--- config.mk ---
export PLATFORM = sky130hd
export DESIGN_NAME = bank_xlate
export DESIGN_NICKNAME = d
export VERILOG_FILES = /design/src/rtl/bx_pkg.sv /design/src/rtl/bx_regfile.sv /design/src/rtl/bx_map.sv /design/src/rtl/bank_xlate.sv
export SDC_FILE = /design/constraint.sdc
export NUM_CORES = 1
export LEC_CHECK = 0
export BUFFER_PORTS_ARGS = -buffer_cell sky130_fd_sc_hd__buf_2
export CAP_MARGIN = 20
export CORE_MARGIN = 1
export CORE_UTILIZATION = 45
export DETAILED_ROUTE_END_ITERATION = 10
export PLACE_DENSITY = 0.72
export SLEW_MARGIN = 40
export SYNTH_ARGS = -nofsm -noshare
export SYNTH_HDL_FRONTEND = slang
export SYNTH_SLANG_ARGS = --single-unit
--- constraint.sdc ---
create_clock -name clk -period 3.4 [get_ports clk]
set_input_delay 1.02 -clock clk [delete_from_list [all_inputs] [get_ports clk]]
set_output_delay 1.02 -clock clk [all_outputs]
set_load 0.01 [all_outputs]
--- src/rtl/bx_pkg.sv ---
package bx_pkg;
  parameter int ADDR_W   = 12;
  parameter int DATA_W   = 16;
  parameter int PHYS_W   = 16;
  parameter int EB_W     = 3;
  parameter int FB_W     = 5;
  parameter int OFS_W    = 10;
  parameter int EOFS_W   = 8;
  parameter int NREG     = 8;
  parameter int N_FBANKS = 36;

  localparam int REG_AW = $clog2(NREG);

  // register locations; the mapping of software-visible words depends on these
  localparam int IX_A  = 0;
  localparam int IX_L  = 1;
  localparam int IX_Q  = 2;
  localparam int IX_EB = 3;
  localparam int IX_FB = 4;
  localparam int IX_Z  = 5;
  localparam int IX_BB = 6;
  localparam int IX_SB = 7;

  // field positions inside register words
  localparam int EB_LSB    = 8;
  localparam int FB_LSB    = 10;
  localparam int BB_EB_LSB = 0;
  localparam int BB_FB_LSB = 10;
  localparam int SB_POS    = 6;

  typedef enum logic [1:0] {
    RGN_REG   = 2'd0,
    RGN_ERAS  = 2'd1,
    RGN_FIXED = 2'd2
  } region_e;
endpackage

--- src/rtl/bx_regfile.sv ---
module bx_regfile
  import bx_pkg::*;
#(
  parameter int DW  = DATA_W,
  parameter int NR  = NREG,
  parameter int EBW = EB_W,
  parameter int FBW = FB_W
) (
  input  logic                  clk,
  input  logic                  rst,
  input  logic                  wr,
  input  logic [$clog2(NR)-1:0] idx,
  input  logic [DW-1:0]         wr_data,
  output logic [EBW-1:0]        eb,
  output logic [FBW-1:0]        fb,
  output logic                  sb,
  output logic [DW-1:0]         rd_word
);
  localparam int IW = $clog2(NR);
  localparam logic [IW-1:0] K_EB = IW'(IX_EB);
  localparam logic [IW-1:0] K_FB = IW'(IX_FB);
  localparam logic [IW-1:0] K_BB = IW'(IX_BB);
  localparam logic [IW-1:0] K_SB = IW'(IX_SB);

  logic [EBW-1:0] eb_q;
  logic [FBW-1:0] fb_q;
  logic           sb_q;
  logic [DW-1:0]  gp_q [NR];

  always_ff @(posedge clk) begin
    if (rst) begin
      eb_q <= '0;
      fb_q <= '0;
      sb_q <= 1'b0;
      for (int i = 0; i < NR; i++) gp_q[i] <= '0;
    end else if (wr) begin
      case (idx)
        K_EB: eb_q <= wr_data[EB_LSB +: EBW];
        K_FB: fb_q <= wr_data[FB_LSB +: FBW];
        K_BB: begin
          eb_q <= wr_data[BB_EB_LSB +: EBW];
          fb_q <= wr_data[BB_FB_LSB +: FBW];
        end
        K_SB: sb_q <= wr_data[SB_POS];
        default: gp_q[idx] <= wr_data;
      endcase
    end
  end

  always_comb begin
    rd_word = '0;
    case (idx)
      K_EB: rd_word[EB_LSB +: EBW] = eb_q;
      K_FB: rd_word[FB_LSB +: FBW] = fb_q;
      K_BB: begin
        rd_word[BB_EB_LSB +: EBW] = eb_q;
        rd_word[BB_FB_LSB +: FBW] = fb_q;
      end
      K_SB: rd_word[SB_POS] = sb_q;
      default: rd_word = gp_q[idx];
    endcase
  end

  assign eb = eb_q;
  assign fb = fb_q;
  assign sb = sb_q;
endmodule

--- src/rtl/bx_map.sv ---
module bx_map
  import bx_pkg::*;
#(
  parameter int AW    = ADDR_W,
  parameter int PW    = PHYS_W,
  parameter int EBW   = EB_W,
  parameter int FBW   = FB_W,
  parameter int OFSW  = OFS_W,
  parameter int EOFSW = EOFS_W,
  parameter int RAW   = REG_AW
) (
  input  logic [AW-1:0]  addr,
  input  logic [EBW-1:0] eb,
  input  logic [FBW-1:0] fb,
  input  logic           sb,
  output logic [PW-1:0]  phys,
  output region_e        rgn
);
  localparam int BANK_W = FBW + 1;

  logic [BANK_W-1:0] bank;
  logic              ext_hit;

  // extension applies only to the top four fixed bank codes
  assign ext_hit = sb & (&fb[FBW-1:2]);

  always_comb begin
    bank = {1'b0, fb};
    if (ext_hit) bank = BANK_W'((1 << FBW) + int'(fb[1:0]));
  end

  always_comb begin
    phys = '0;
    rgn  = RGN_ERAS;
    if (addr[AW-1]) begin
      rgn  = RGN_FIXED;
      phys = PW'(addr);
    end else if (addr[OFSW]) begin
      rgn  = RGN_FIXED;
      phys = PW'({bank, addr[OFSW-1:0]});
    end else if (addr[OFSW-1:RAW] == '0) begin
      rgn  = RGN_REG;
      phys = PW'(addr);
    end else if (&addr[OFSW-1:EOFSW]) begin
      phys = PW'({eb, addr[EOFSW-1:0]});
    end else begin
      phys = PW'(addr);
    end
  end
endmodule

--- src/rtl/bank_xlate.sv ---
module bank_xlate
  import bx_pkg::*;
#(
  parameter int AW  = ADDR_W,
  parameter int DW  = DATA_W,
  parameter int PW  = PHYS_W,
  parameter int EBW = EB_W,
  parameter int FBW = FB_W,
  parameter int NR  = NREG
) (
  input  logic          clk,
  input  logic          rst,
  input  logic [11:0]   addr_in,
  input  logic          wr_en,
  input  logic [15:0]   wr_data,
  output logic [15:0]   phys_addr,
  output logic [1:0]    region,
  output logic [15:0]   rd_data
);
  localparam int IW = $clog2(NR);

  logic           is_reg;
  logic [IW-1:0]  idx;
  logic [EBW-1:0] eb;
  logic [FBW-1:0] fb;
  logic           sb;
  logic [DW-1:0]  rd_word;
  logic [PW-1:0]  map_phys;
  region_e        map_rgn;

  assign is_reg = (addr_in[AW-1:IW] == '0);
  assign idx    = addr_in[IW-1:0];

  bx_regfile #(.DW(DW), .NR(NR), .EBW(EBW), .FBW(FBW)) u_regs (
    .clk     (clk),
    .rst     (rst),
    .wr      (wr_en & is_reg),
    .idx     (idx),
    .wr_data (wr_data),
    .eb      (eb),
    .fb      (fb),
    .sb      (sb),
    .rd_word (rd_word)
  );

  bx_map #(.AW(AW), .PW(PW), .EBW(EBW), .FBW(FBW), .RAW(IW)) u_map (
    .addr (addr_in),
    .eb   (eb),
    .fb   (fb),
    .sb   (sb),
    .phys (map_phys),
    .rgn  (map_rgn)
  );

  always_ff @(posedge clk) begin
    if (rst) begin
      phys_addr <= '0;
      region    <= RGN_REG;
      rd_data   <= '0;
    end else begin
      phys_addr <= map_phys;
      region    <= map_rgn;
      rd_data   <= is_reg ? rd_word : '0;
    end
  end
endmodule

Word-level counts from Yosys, hierarchy flattened. Memory sizes are Yosys's and may differ from the RTL's. Cells that the tools add are included.

$add $sub $neg: 1. Mux-type cells: 23. Reduce and logical (&&, ||, !) cells: 19. Equal/unequal tests: 4. Bitwise gates (word level): 3.

Operator list (count): $mux 16 (3); $reduce_or 16->1 (1); $mux 12 (1); $pmux 3 s2 (2); $reduce_or 3->1 (4); $mux 11 (1); $eq 3x3->1 const B (3); $logic_not 9->1 (1); $mux 1 (8); $pmux 4 s2 (1); $reduce_and 2->1 (4); $reduce_or 2->1 (4); $logic_not 7->1 (1); $add 6x2->6 const A (1); $mux 6 (1); $reduce_or 6->1 (1); $mux 2 (2); $pmux 2 s2 (1); $reduce_or 4->1 (1); $eq 3x2->1 const B (1); $mux 3 (1); $pmux 1 s3 (1); $reduce_and 3->1 (1); $and 1x1->1 (2); 3 further kinds (3).

Bits in writable memories: 128. Memories kept: 1. Bits in registers: 43. Output and inout port bits: 34.

Memory list: u_regs.gp_q (depth 8, width 16, read ports 1, clocked after memory_dff 0, write ports 8, line bx_regfile.sv:28) `logic [DW-1:0] gp_q [NR];`.

Logic depth before layout (Yosys ltp).
Word-level depth: 8. Mapped depth: 6. Depth with buffers taken out: 4.

Modules after synthesis. From an unflattened synthesis, not the netlist that was laid out.

Cells, all modules: 416. Area total of the unflattened synthesis: 4842.1 um^2.

Modules (own cells, without submodules): bx_regfile (cells an instance 295, times used 1, area an instance 3539.6 um^2); bank_xlate (cells an instance 96, times used 1, area an instance 1119.8 um^2); bx_map (cells an instance 25, times used 1, area an instance 182.7 um^2).

Worst setup path before layout. Ideal clock, no wire load.

Path type: input to register. Start point: input addr_in[4]. End point: memory u_regs.gp_q[1][0] (netlist bit) (enable). Arrival time: 2.753 ns. Cell stages on the path: 4. Path buffers: 0. Slack: 0.274 ns. Required time: 3.027 ns. Cells stage by stage: or3_4 > or4_4 > nor4b_4 > or2_1.

RTL lines: from (decl) (line bank_xlate.sv:13) `input logic [11:0] addr_in,`; to (decl) (line bx_regfile.sv:28).

==> results.py <==
metrics = {
    "detailed_routing": {
        "drtAntennaViolNets": 0,
        "drt_iter0_markers": 166,
        "drt_pre_antenna_iters": 8,
        "dr_total_vias": 2987,
        "routed_via_density": 5.222,
        "avgRoutedWirePerCell_microns": 16.70,
        "post-route-drc-count": 1,
        "drt-total-wl_microns": 9555,
    },
    "final_layout": {
        "fin_util_pct": 53.32,
        "diodes": 0,
        "area_growth_pct": 15.29,
        "layout-drive-gt1-share_pct": 24.37,
        "fillers": 849,
        "nets": 465,
        "multiInputGateArea_sq_mm": 0.001612,
        "seqCellArea_sq_mm": 0.002783,
        "fin_area_sq_mm": 0.005187,
    },
    "sta": {
        "layout_min_cycle_time_ns": 2.658,
        "final-setup-viol-count": 0,
        "period_share_pct": 78.18,
        "slew_viol_final": 0,
        "rsz0062_at_grt": "no",
        "slew_headroom_pct": 53.98,
        "max_freq_mhz": 376.2,
        "worst_pin_slew_ns": 0.6888,
        "skew_ns": 0.009618,
        "hold_violations": 0,
        "setup_tns_ns": 0,
    },
    "power": {
        "powerDensity_mw_per_mm2": 445.8,
        "max-vdd-ir-drop_v": 0.0001847,
        "leakagePower_nw": 2.130,
    },
    "grt": {
        "grt_max_degree": 34,
        "grt_pass1_vias": 2890,
        "grt_pass1_wl_microns": 15080,
        "track_usage_pct": 19.85,
        "antenna_found_initial": 0,
        "grt_busiest_layer": "met2",
        "grt-ovfl-total": 0,
        "met3_usage_pct": 2.941,
        "grt_util_met1_pct": 25.70,
        "grt_util_met2_pct": 31.80,
    },
    "synthesis": {
        "yosysTopAreaCell": "edfxtp_1",
        "muxShareOfSynthArea_pct": 4.700,
        "synth_cells": 367,
        "synth_nets": 398,
        "synth-compound-area-share_pct": 8.954,
        "yosysMostFrequentCell": "and2_1",
        "syn_area_sq_mm": 0.004499,
        "synthXorXnorAreaFrac_pct": 0.1947,
        "netlist.area_leader.share_pct": 42.71,
        "avgSynthCellArea_sq_um": 12.26,
        "synth_fa_ha_area_share_pct": 0,
        "ys_seq_area_share_pct": 61.85,
        "synth_commonest_cells": "73 x and2_1, 64 x edfxtp_1, 43 x dfxtp_1",
        "async_reset_ff_share_pct": 0,
        "synth_edf_count": 64,
        "synth_flop_cell": "edfxtp_1",
        "ys_types": 51,
        "yosysWarnings": 0,
        "synth-seq-cells": 107,
        "ys_top_cells_by_area": "edfxtp_1 43%, dfxtp_1 19%, and2_1 10%, mux2i_1 4.4%, a22oi_1 2.5%",
        "synth-simple-area-share_pct": 21.97,
        "synth_top_family_by_area": "simple AND/OR/NAND/NOR gates",
    },
    "clocking": {
        "clk_latency_ns": 0.38,
        "cts-root-buf": "clkbuf_8",
        "cts_buffers": 9,
        "clock-sinks": 107,
        "cts_tree": "built",
        "cts_max_level": 3,
        "cts.path.max_buffers": 2,
        "cts_resized": 0,
        "clkSlewWorstSetupHoldPaths_ns": 0.09,
        "post_cts_buffers": 0,
        "cts_hold_buf": 0,
    },
    "floorplan": {
        "core.rowCount": 36,
        "die_area_sq_mm": 0.01040,
        "die_h_microns": 102.0,
        "fp.coreArea_sq_mm": 0.009729,
        "dieWidth_microns": 102.0,
        "io_pins": 65,
        "initial_core_util_pct": 46.24,
    },
    "setup_path": {
        "required_ns": 3.47,
        "cp-end-kind": "flip-flop",
        "cp_max_fo": 16,
        "arrival_ns": 2.73,
        "worstSetupPathType": "primary input to flip-flop",
        "worstPathCellList": "buf_2 > or3_4 > or4_4 > nor4b_4 > or2_1 > buf_4",
        "start_kind": "primary input",
        "r2r_slack_ns": 2.16,
        "path_delay_family": "simple AND/OR/NAND/NOR gates",
        "cp_num_buf_inv": 2,
        "slowest_stage": "or4_4",
        "crit_path_max_incr_delay_ns": 0.55,
    },
    "outcome": {
        "violations": "design-rule violations",
        "status": "finished, violations left",
    },
    "placed_design": {
        "place_hpwl_microns": 6377,
        "io_buffers": 64,
        "place.gp.congestion": 0.8225,
        "postPlaceCellArea_sq_mm": 0.005010,
    },
    "min_path": {
        "hold_path.class": "flip-flop to flip-flop",
    },
    "flow_run": {
        "maxCapViolCount": 0,
    },
}
## through the flow
stage                     cells  power, mW  hold slack (ns)  worst slack, ns
after floorplan             367      1.551           0.4623           0.2741
after global placement      556      1.625           0.4765           0.3557
after detailed placement    556      1.630           0.4737           0.3384
after CTS                   572      2.323           0.5068           0.7374
after global routing        572      2.399           0.5157           0.5848
final                       572      2.313           0.5013           0.7420
## power breakdown
part | switching, mW | total, mW | internal [mW]
clock network | 0.443 | 0.713 | 0.270
registers | 0.0123 | 1.43 | 1.42
logic | 0.107 | 0.173 | 0.0659
total | 0.562 | 2.31 | 1.75
## flip-flops by register name (all words and copies together) (netlist names)
register / flops
region: 2
u_regs.sb: 1
u_regs.fb: 5
rd_data: 16
u_regs.eb: 3
u_regs.gp_q: 64
phys_addr: 16
## logic make-up after synthesis
kind of cell | Yosys count
flops | 107
mux | 21
compound gates | 57
xor+xnor | 1
buf+inv | 25
simple gates | 156
## path summary, 6_finish.rpt
check,start,endpoint,depth (start not counted)
setup reg to reg,u_regs.gp_q[5][10]$_SDFFCE_PN0P_,rd_data[10]$_SDFF_PP0_,4
setup / recovery,addr_in[4],u_regs.gp_q[1][4]$_SDFFCE_PN0P_,6
hold / removal,u_regs.gp_q[1][13]$_SDFFCE_PN0P_,rd_data[13]$_SDFF_PP0_,1
hold reg to reg,u_regs.gp_q[1][13]$_SDFFCE_PN0P_,rd_data[13]$_SDFF_PP0_,1
## layout make-up
class	count	area share (%)
sequential	107	53.64
clock inverter	7	1.037
timing repair buffer	78	8.442
multi-input combinational	235	31.07
clock buffer	9	2.388
tap	133	3.208
inverter	3	0.2171
## routing by layer
metal	wire length, microns	share of wire, %
met3	600	6.3
met2	4601	48
met4	197	2.1
met5	0	0
met1	4155	43
## cells in the final DEF, fill, tap and decap left out, drive strengths merged, types with 10 or more instances in the layout
master,n
a22oi,15
and2,73
nor2b,10
nand2b,10
buf,78
mux2i,20
nor2,23
dfxtp,43
edfxtp,64
Power figures use the tool's default switching activity.
